File: src/rtl/ifd_pkg.sv
package ifd_pkg;
  localparam int WIN_BYTES = 6;
  localparam int WIN_W     = WIN_BYTES * 8;
  localparam int CONST_W   = 32;

  localparam logic [3:0] OP_NOP   = 4'h0;
  localparam logic [3:0] OP_HALT  = 4'h1;
  localparam logic [3:0] OP_RRMOV = 4'h2;
  localparam logic [3:0] OP_IRMOV = 4'h3;
  localparam logic [3:0] OP_RMMOV = 4'h4;
  localparam logic [3:0] OP_MRMOV = 4'h5;
  localparam logic [3:0] OP_ALU   = 4'h6;
  localparam logic [3:0] OP_JUMP  = 4'h7;
  localparam logic [3:0] OP_CALL  = 4'h8;
  localparam logic [3:0] OP_RET   = 4'h9;
  localparam logic [3:0] OP_PUSH  = 4'hA;
  localparam logic [3:0] OP_POP   = 4'hB;

  localparam logic [3:0] ALU_FN_MAX  = 4'h3;
  localparam logic [3:0] JUMP_FN_MAX = 4'h6;
  localparam logic [3:0] NO_REG      = 4'h8;

  // Strobes from control to datapath
  typedef struct packed {
    logic       regByte;    // register byte follows byte 0
    logic       constWord;  // 32-bit constant present
    logic       constLate;  // constant starts at byte 2 instead of byte 1
    logic [2:0] len;        // instruction length in bytes
  } fetchStrobe_t;
endpackage

File: src/rtl/ifd_ctrl.sv
module ifd_ctrl
  import ifd_pkg::*;
(
  input  logic         clk,
  input  logic         rst_n,
  input  logic [7:0]   lead,
  output fetchStrobe_t stb,
  output logic         bad
);
  logic [3:0] op;
  logic [3:0] fn;
  assign op = lead[7:4];
  assign fn = lead[3:0];

  always_comb begin
    bad = 1'b0;
    stb = '{regByte: 1'b0, constWord: 1'b0, constLate: 1'b0, len: 3'd1};
    case (op)
      OP_NOP, OP_HALT, OP_RET: bad = (fn != 4'h0);
      OP_RRMOV, OP_PUSH, OP_POP: begin
        stb.regByte = 1'b1;
        stb.len     = 3'd2;
        bad         = (fn != 4'h0);
      end
      OP_IRMOV, OP_RMMOV, OP_MRMOV: begin
        stb.regByte   = 1'b1;
        stb.constWord = 1'b1;
        stb.constLate = 1'b1;
        stb.len       = 3'd6;
        bad           = (fn != 4'h0);
      end
      OP_ALU: begin
        stb.regByte = 1'b1;
        stb.len     = 3'd2;
        bad         = (fn > ALU_FN_MAX);
      end
      OP_JUMP: begin
        stb.constWord = 1'b1;
        stb.len       = 3'd5;
        bad           = (fn > JUMP_FN_MAX);
      end
      OP_CALL: begin
        stb.constWord = 1'b1;
        stb.len       = 3'd5;
        bad           = (fn != 4'h0);
      end
      default: bad = 1'b1;
    endcase
    if (bad) begin
      stb = '{regByte: 1'b0, constWord: 1'b0, constLate: 1'b0, len: 3'd1};
    end
  end

  // an illegal instruction carries no optional fields and is one byte long
  a_r6_bad_bare: assert property (@(posedge clk) disable iff (!rst_n)
    bad |-> (!stb.regByte && !stb.constWord && stb.len == 3'd1));
  // only the four legal lengths occur
  a_r4_len_legal: assert property (@(posedge clk) disable iff (!rst_n)
    (stb.len == 3'd1 || stb.len == 3'd2 || stb.len == 3'd5 || stb.len == 3'd6));
  // a constant without a register byte starts at byte 1 and gives length 5
  a_r3_early_const: assert property (@(posedge clk) disable iff (!rst_n)
    (stb.constWord && !stb.regByte) |-> (!stb.constLate && stb.len == 3'd5));
  // unknown opcodes are always flagged
  a_r5_high_op: assert property (@(posedge clk) disable iff (!rst_n)
    (op > OP_POP) |-> bad);
endmodule

File: src/rtl/ifd_dpath.sv
module ifd_dpath
  import ifd_pkg::*;
#(
  parameter int ADDR_W  = 32,
  parameter bit REG_OUT = 1'b1
) (
  input  logic               clk,
  input  logic               rst_n,
  input  logic [ADDR_W-1:0]  pc,
  input  logic [WIN_W-1:0]   win,
  input  fetchStrobe_t       stb,
  input  logic               badIn,
  output logic [3:0]         icode,
  output logic [3:0]         ifun,
  output logic [3:0]         rA,
  output logic [3:0]         rB,
  output logic [CONST_W-1:0] valC,
  output logic [ADDR_W-1:0]  valP,
  output logic               invalid
);
  logic [3:0]         icodeNext, ifunNext, rANext, rBNext;
  logic [CONST_W-1:0] valCNext;
  logic [ADDR_W-1:0]  valPNext;

  always_comb begin
    icodeNext = win[7:4];
    ifunNext  = win[3:0];
    rANext    = stb.regByte ? win[15:12] : NO_REG;
    rBNext    = stb.regByte ? win[11:8]  : NO_REG;
    if (!stb.constWord)      valCNext = '0;
    else if (stb.constLate)  valCNext = win[16 +: CONST_W];
    else                     valCNext = win[8 +: CONST_W];
    valPNext = pc + ADDR_W'(stb.len);
  end

  generate
    if (REG_OUT) begin : g_reg
      logic primed;
      always_ff @(posedge clk) begin
        if (!rst_n) begin
          icode <= '0; ifun <= '0; rA <= NO_REG; rB <= NO_REG;
          valC <= '0; valP <= '0; invalid <= 1'b0; primed <= 1'b0;
        end else begin
          icode <= icodeNext; ifun <= ifunNext; rA <= rANext; rB <= rBNext;
          valC <= valCNext; valP <= valPNext; invalid <= badIn; primed <= 1'b1;
        end
      end
      // next address steps by a legal length from the previous cycle's pc
      a_r4_valp_step: assert property (@(posedge clk) disable iff (!rst_n)
        primed |-> ((valP - $past(pc)) == ADDR_W'(1) || (valP - $past(pc)) == ADDR_W'(2) ||
                    (valP - $past(pc)) == ADDR_W'(5) || (valP - $past(pc)) == ADDR_W'(6)));
    end else begin : g_comb
      assign icode = icodeNext;  assign ifun = ifunNext;
      assign rA = rANext;        assign rB = rBNext;
      assign valC = valCNext;    assign valP = valPNext;
      assign invalid = badIn;
      a_r4_valp_step: assert property (@(posedge clk) disable iff (!rst_n)
        ((valP - pc) == ADDR_W'(1) || (valP - pc) == ADDR_W'(2) ||
         (valP - pc) == ADDR_W'(5) || (valP - pc) == ADDR_W'(6)));
    end
  endgenerate

  // flagged instructions show default register codes and a zero constant
  a_r6_bad_defaults: assert property (@(posedge clk) disable iff (!rst_n)
    invalid |-> (rA == NO_REG && rB == NO_REG && valC == '0));
endmodule

File: src/rtl/insn_fetch_split.sv
module insn_fetch_split
  import ifd_pkg::*;
#(
  parameter int ADDR_W  = 32,
  parameter bit REG_OUT = 1'b1
) (
  input  logic              clk,
  input  logic              rst_n,
  input  logic [ADDR_W-1:0] pc,
  input  logic [47:0]       insnBytes,
  output logic [3:0]        icode,
  output logic [3:0]        ifun,
  output logic [3:0]        rA,
  output logic [3:0]        rB,
  output logic [31:0]       valC,
  output logic [ADDR_W-1:0] valP,
  output logic              invalid
);
  fetchStrobe_t stb;
  logic         bad;

  ifd_ctrl u_ctrl (
    .clk(clk), .rst_n(rst_n), .lead(insnBytes[7:0]), .stb(stb), .bad(bad)
  );

  ifd_dpath #(.ADDR_W(ADDR_W), .REG_OUT(REG_OUT)) u_dpath (
    .clk(clk), .rst_n(rst_n), .pc(pc), .win(insnBytes), .stb(stb), .badIn(bad),
    .icode(icode), .ifun(ifun), .rA(rA), .rB(rB), .valC(valC), .valP(valP),
    .invalid(invalid)
  );
endmodule

File: config.mk
export PLATFORM = sky130hd
export DESIGN_NAME = insn_fetch_split
export DESIGN_NICKNAME = d
export VERILOG_FILES = /design/src/rtl/ifd_pkg.sv /design/src/rtl/ifd_ctrl.sv /design/src/rtl/ifd_dpath.sv /design/src/rtl/insn_fetch_split.sv
export SDC_FILE = /design/constraint.sdc
export NUM_CORES = 1
export LEC_CHECK = 0
export ABC_AREA = 1
export BUFFER_PORTS_ARGS = -buffer_cell sky130_fd_sc_hd__buf_2
export CORE_MARGIN = 2
export CORE_UTILIZATION = 51
export DETAILED_ROUTE_END_ITERATION = 8
export GPL_ROUTABILITY_DRIVEN = 1
export PLACE_DENSITY_LB_ADDON = 0.2
export RECOVER_POWER = 25
export SKIP_CTS_REPAIR_TIMING = 1
export SYNTH_ARGS = -nofsm -noshare
export SYNTH_HDL_FRONTEND = slang
export SYNTH_SLANG_ARGS = --single-unit
File: constraint.sdc
create_clock -name clk -period 4.75 [get_ports clk]
set_input_delay 0.2375 -clock clk [delete_from_list [all_inputs] [get_ports clk]]
set_output_delay 0.2375 -clock clk [all_outputs]
set_load 0.1 [all_outputs]
==> results.yml <==
pwr:
  ir_drop_v: 0.000172
  powerDensity_nw_per_um2: 344
  p_leak_uw: 0.00231
synthesis:
  syn_area_per_cell_um2: 7.46
  syn_nets: 585
  netlist-cell-type-count: 33
  synthCells: 499
  seq_area_frac_synth: 0.435
  ys_seq_elements: 81
  netlist_area_um2: 3720
  ys.warnings.count: 0
sta:
  setup_violations: 0
  drv_slew: 31
  rsz0062_at_grt: "no"
  worst_slew_pin_slew_ns: 1.55
  tns_ns: 0
  finalHoldViolCount: 0
  fin_crit_sh: 0.563
  maxSlewHeadroom: -0.0320
  hold-worst-slack_ns: 0.0906
  fmax_mhz: 374
  fin_crit_ns: 2.68
floorplanning:
  pin_count: 163
  num_rows: 31
  core_area_um2: 7180
  initial_core_util: 0.519
  die_area_um2: 8000
  die_h_um: 89.4
  dieWidth_um: 89.4
clocking:
  cts_max_level: 3
  path_clk_slew_ns: 0.08
  cts_tree: "built"
  cts_sinks: 81
  cts_buffer_depth: 2
  cts_buffers: 9
  root_buffer: "clkbuf_8"
routing:
  drt_wl_total_um: 10300
  drc: 0
  ant_nets: 0
  vias: 3886
  vias_per_cell: 5.13
  avgRoutedWirePerCell_um: 13.6
  drt_iter0_markers: 125
  first_pass_iters: 4
min_path:
  holdCritPathClass: "in2reg"
run_status:
  status: "finished with violations"
  violations: "max-capacitance violations, max-slew violations"
grt:
  grt_busiest_layer: "met2"
  use_met2: 0.458
  use_met1: 0.312
  grt_pass1_wl_um: 16300
  groute.layer.met3.usage: 0.0462
  grt_overflow: 0
  grt_pass1_vias: 3492
  antenna_found_initial: 0
  grt_usage: 0.263
  grt_max_degree: 36
final_layout:
  nets: 739
  drive_gt1_frac: 0.298
  layout-area-overhead-vs-synth_pct: 26.7
  regArea_um2: 1620
  final_cell_mix: "nand2_1, buf_2, dfxtp_1, nor2_1, inv_1"
  antennaDiodeCount: 0
  layout_commonest_cell: "nand2_1"
  multi_input_area_um2: 1800
  fillerInstances: 667
setup_path:
  worstSetupEndpointType: "flop"
  start_kind: "primary input"
  crit_fanout: 35
  crit_required_ns: 5.00
  worstPathArrival_ns: 2.92
  crit_type: "in2reg"
place:
  globalplace.congestion: 0.935
  dpl.hpwl_um: 7820
  io_buffers: 162
flow_run:
  maxCapViolCount: 1
[cell families (layout without fill, tap and decap cells)]
group,Yosys count,count (layout),synth area share
compound gates,64,64,0.119
xor+xnor,3,3,0.00706
fa+ha+maj,4,4,0.0155
buf+inv,67,226,0.0820
flops,81,81,0.435
simple gates,280,280,0.341
[final cells by class]
cell class	count	area share
Clock buffer	9	0.0263
Tap cell	99	0.0263
Sequential cell	81	0.344
Multi-Input combinational cell	351	0.381
Timing Repair Buffer	162	0.163
Clock inverter	7	0.0215
Inverter	48	0.0382
[Yosys cell counts (all sizes together)]
cell type | count | area [µm²]
nand2 | 147 | 569
dfxtp | 81 | 1620
nor2 | 74 | 319
a21oi | 53 | 382
inv | 47 | 176
nand4 | 34 | 228
buf | 18 | 121
nand3 | 17 | 95.1
o21ai | 8 | 40.0
nand3b | 7 | 52.6
ha | 3 | 37.5
xnor2 | 2 | 17.5
a22oi | 1 | 7.51
a2bb2oi | 1 | 8.76
a31oi | 1 | 6.26
clkbuf | 1 | 3.75
clkinv | 1 | 3.75
fa | 1 | 20.0
nor3 | 1 | 5.00
xor2 | 1 | 8.76
[layer usage]
metal | vias up | wire, µm
met1 | 1770 | 4140
met4 | 0 | 303
met2 | 170 | 5150
met5 | - | 0
met3 | 28 | 719
li1 | 1918 | -
[per-stage QoR]
step           cell area [µm²]   util  total power (µW)  instances  worst slack, ns
4_1_cts                   4760  0.663              1630        757             2.14
2_1_floorplan             3720      -               982        499             2.46
3_3_place_gp              4530  0.632              1070        741             1.84
5_1_grt                   4720  0.657              1690        757             1.78
6_report                  4720  0.657              1620        757             2.07
3_5_place_dp              4530  0.632              1070        741             1.78
[flip-flops by register name, summed over array words and instances, names as in the netlist]
| signal | flops |
|---|---|
| u_dpath.valC | 32 |
| u_dpath.valP | 32 |
| u_dpath.icode | 4 |
| u_dpath.ifun | 4 |
| u_dpath.rA | 4 |
| u_dpath.rB | 4 |
| u_dpath.invalid | 1 |
[report_power, final]
part	switching [µW]	internal, µW
combinational	279	66.2
clock	269	300
sequential	5.66	702
[critical path: stages]
cell and delay [ns]:
buf_2 0.14, nand2_1 0.10, inv_2 0.09, nand3_2 0.58, nand2_4 0.31, nor2_4 0.08, inv_2 0.06, ha_1 0.17
fa_1 0.19, nand2_1 0.11, nand2_1 0.07, nand2_1 0.06, nor2_1 0.23, nand2_1 0.17, nor2_1 0.15, nand2_1 0.06
nand2_1 0.05, nor2_1 0.06
[worst paths after layout]
path,from,end,slack (ns),depth (start not counted)
worst max-delay path,insnBytes[5],u_dpath.valP[20]$_SDFF_PN0_,2.07,18
worst min-delay path,insnBytes[15],u_dpath.rA[3]$_SDFF_PN1_,0.09,3
(Power assumes the default switching activity.)
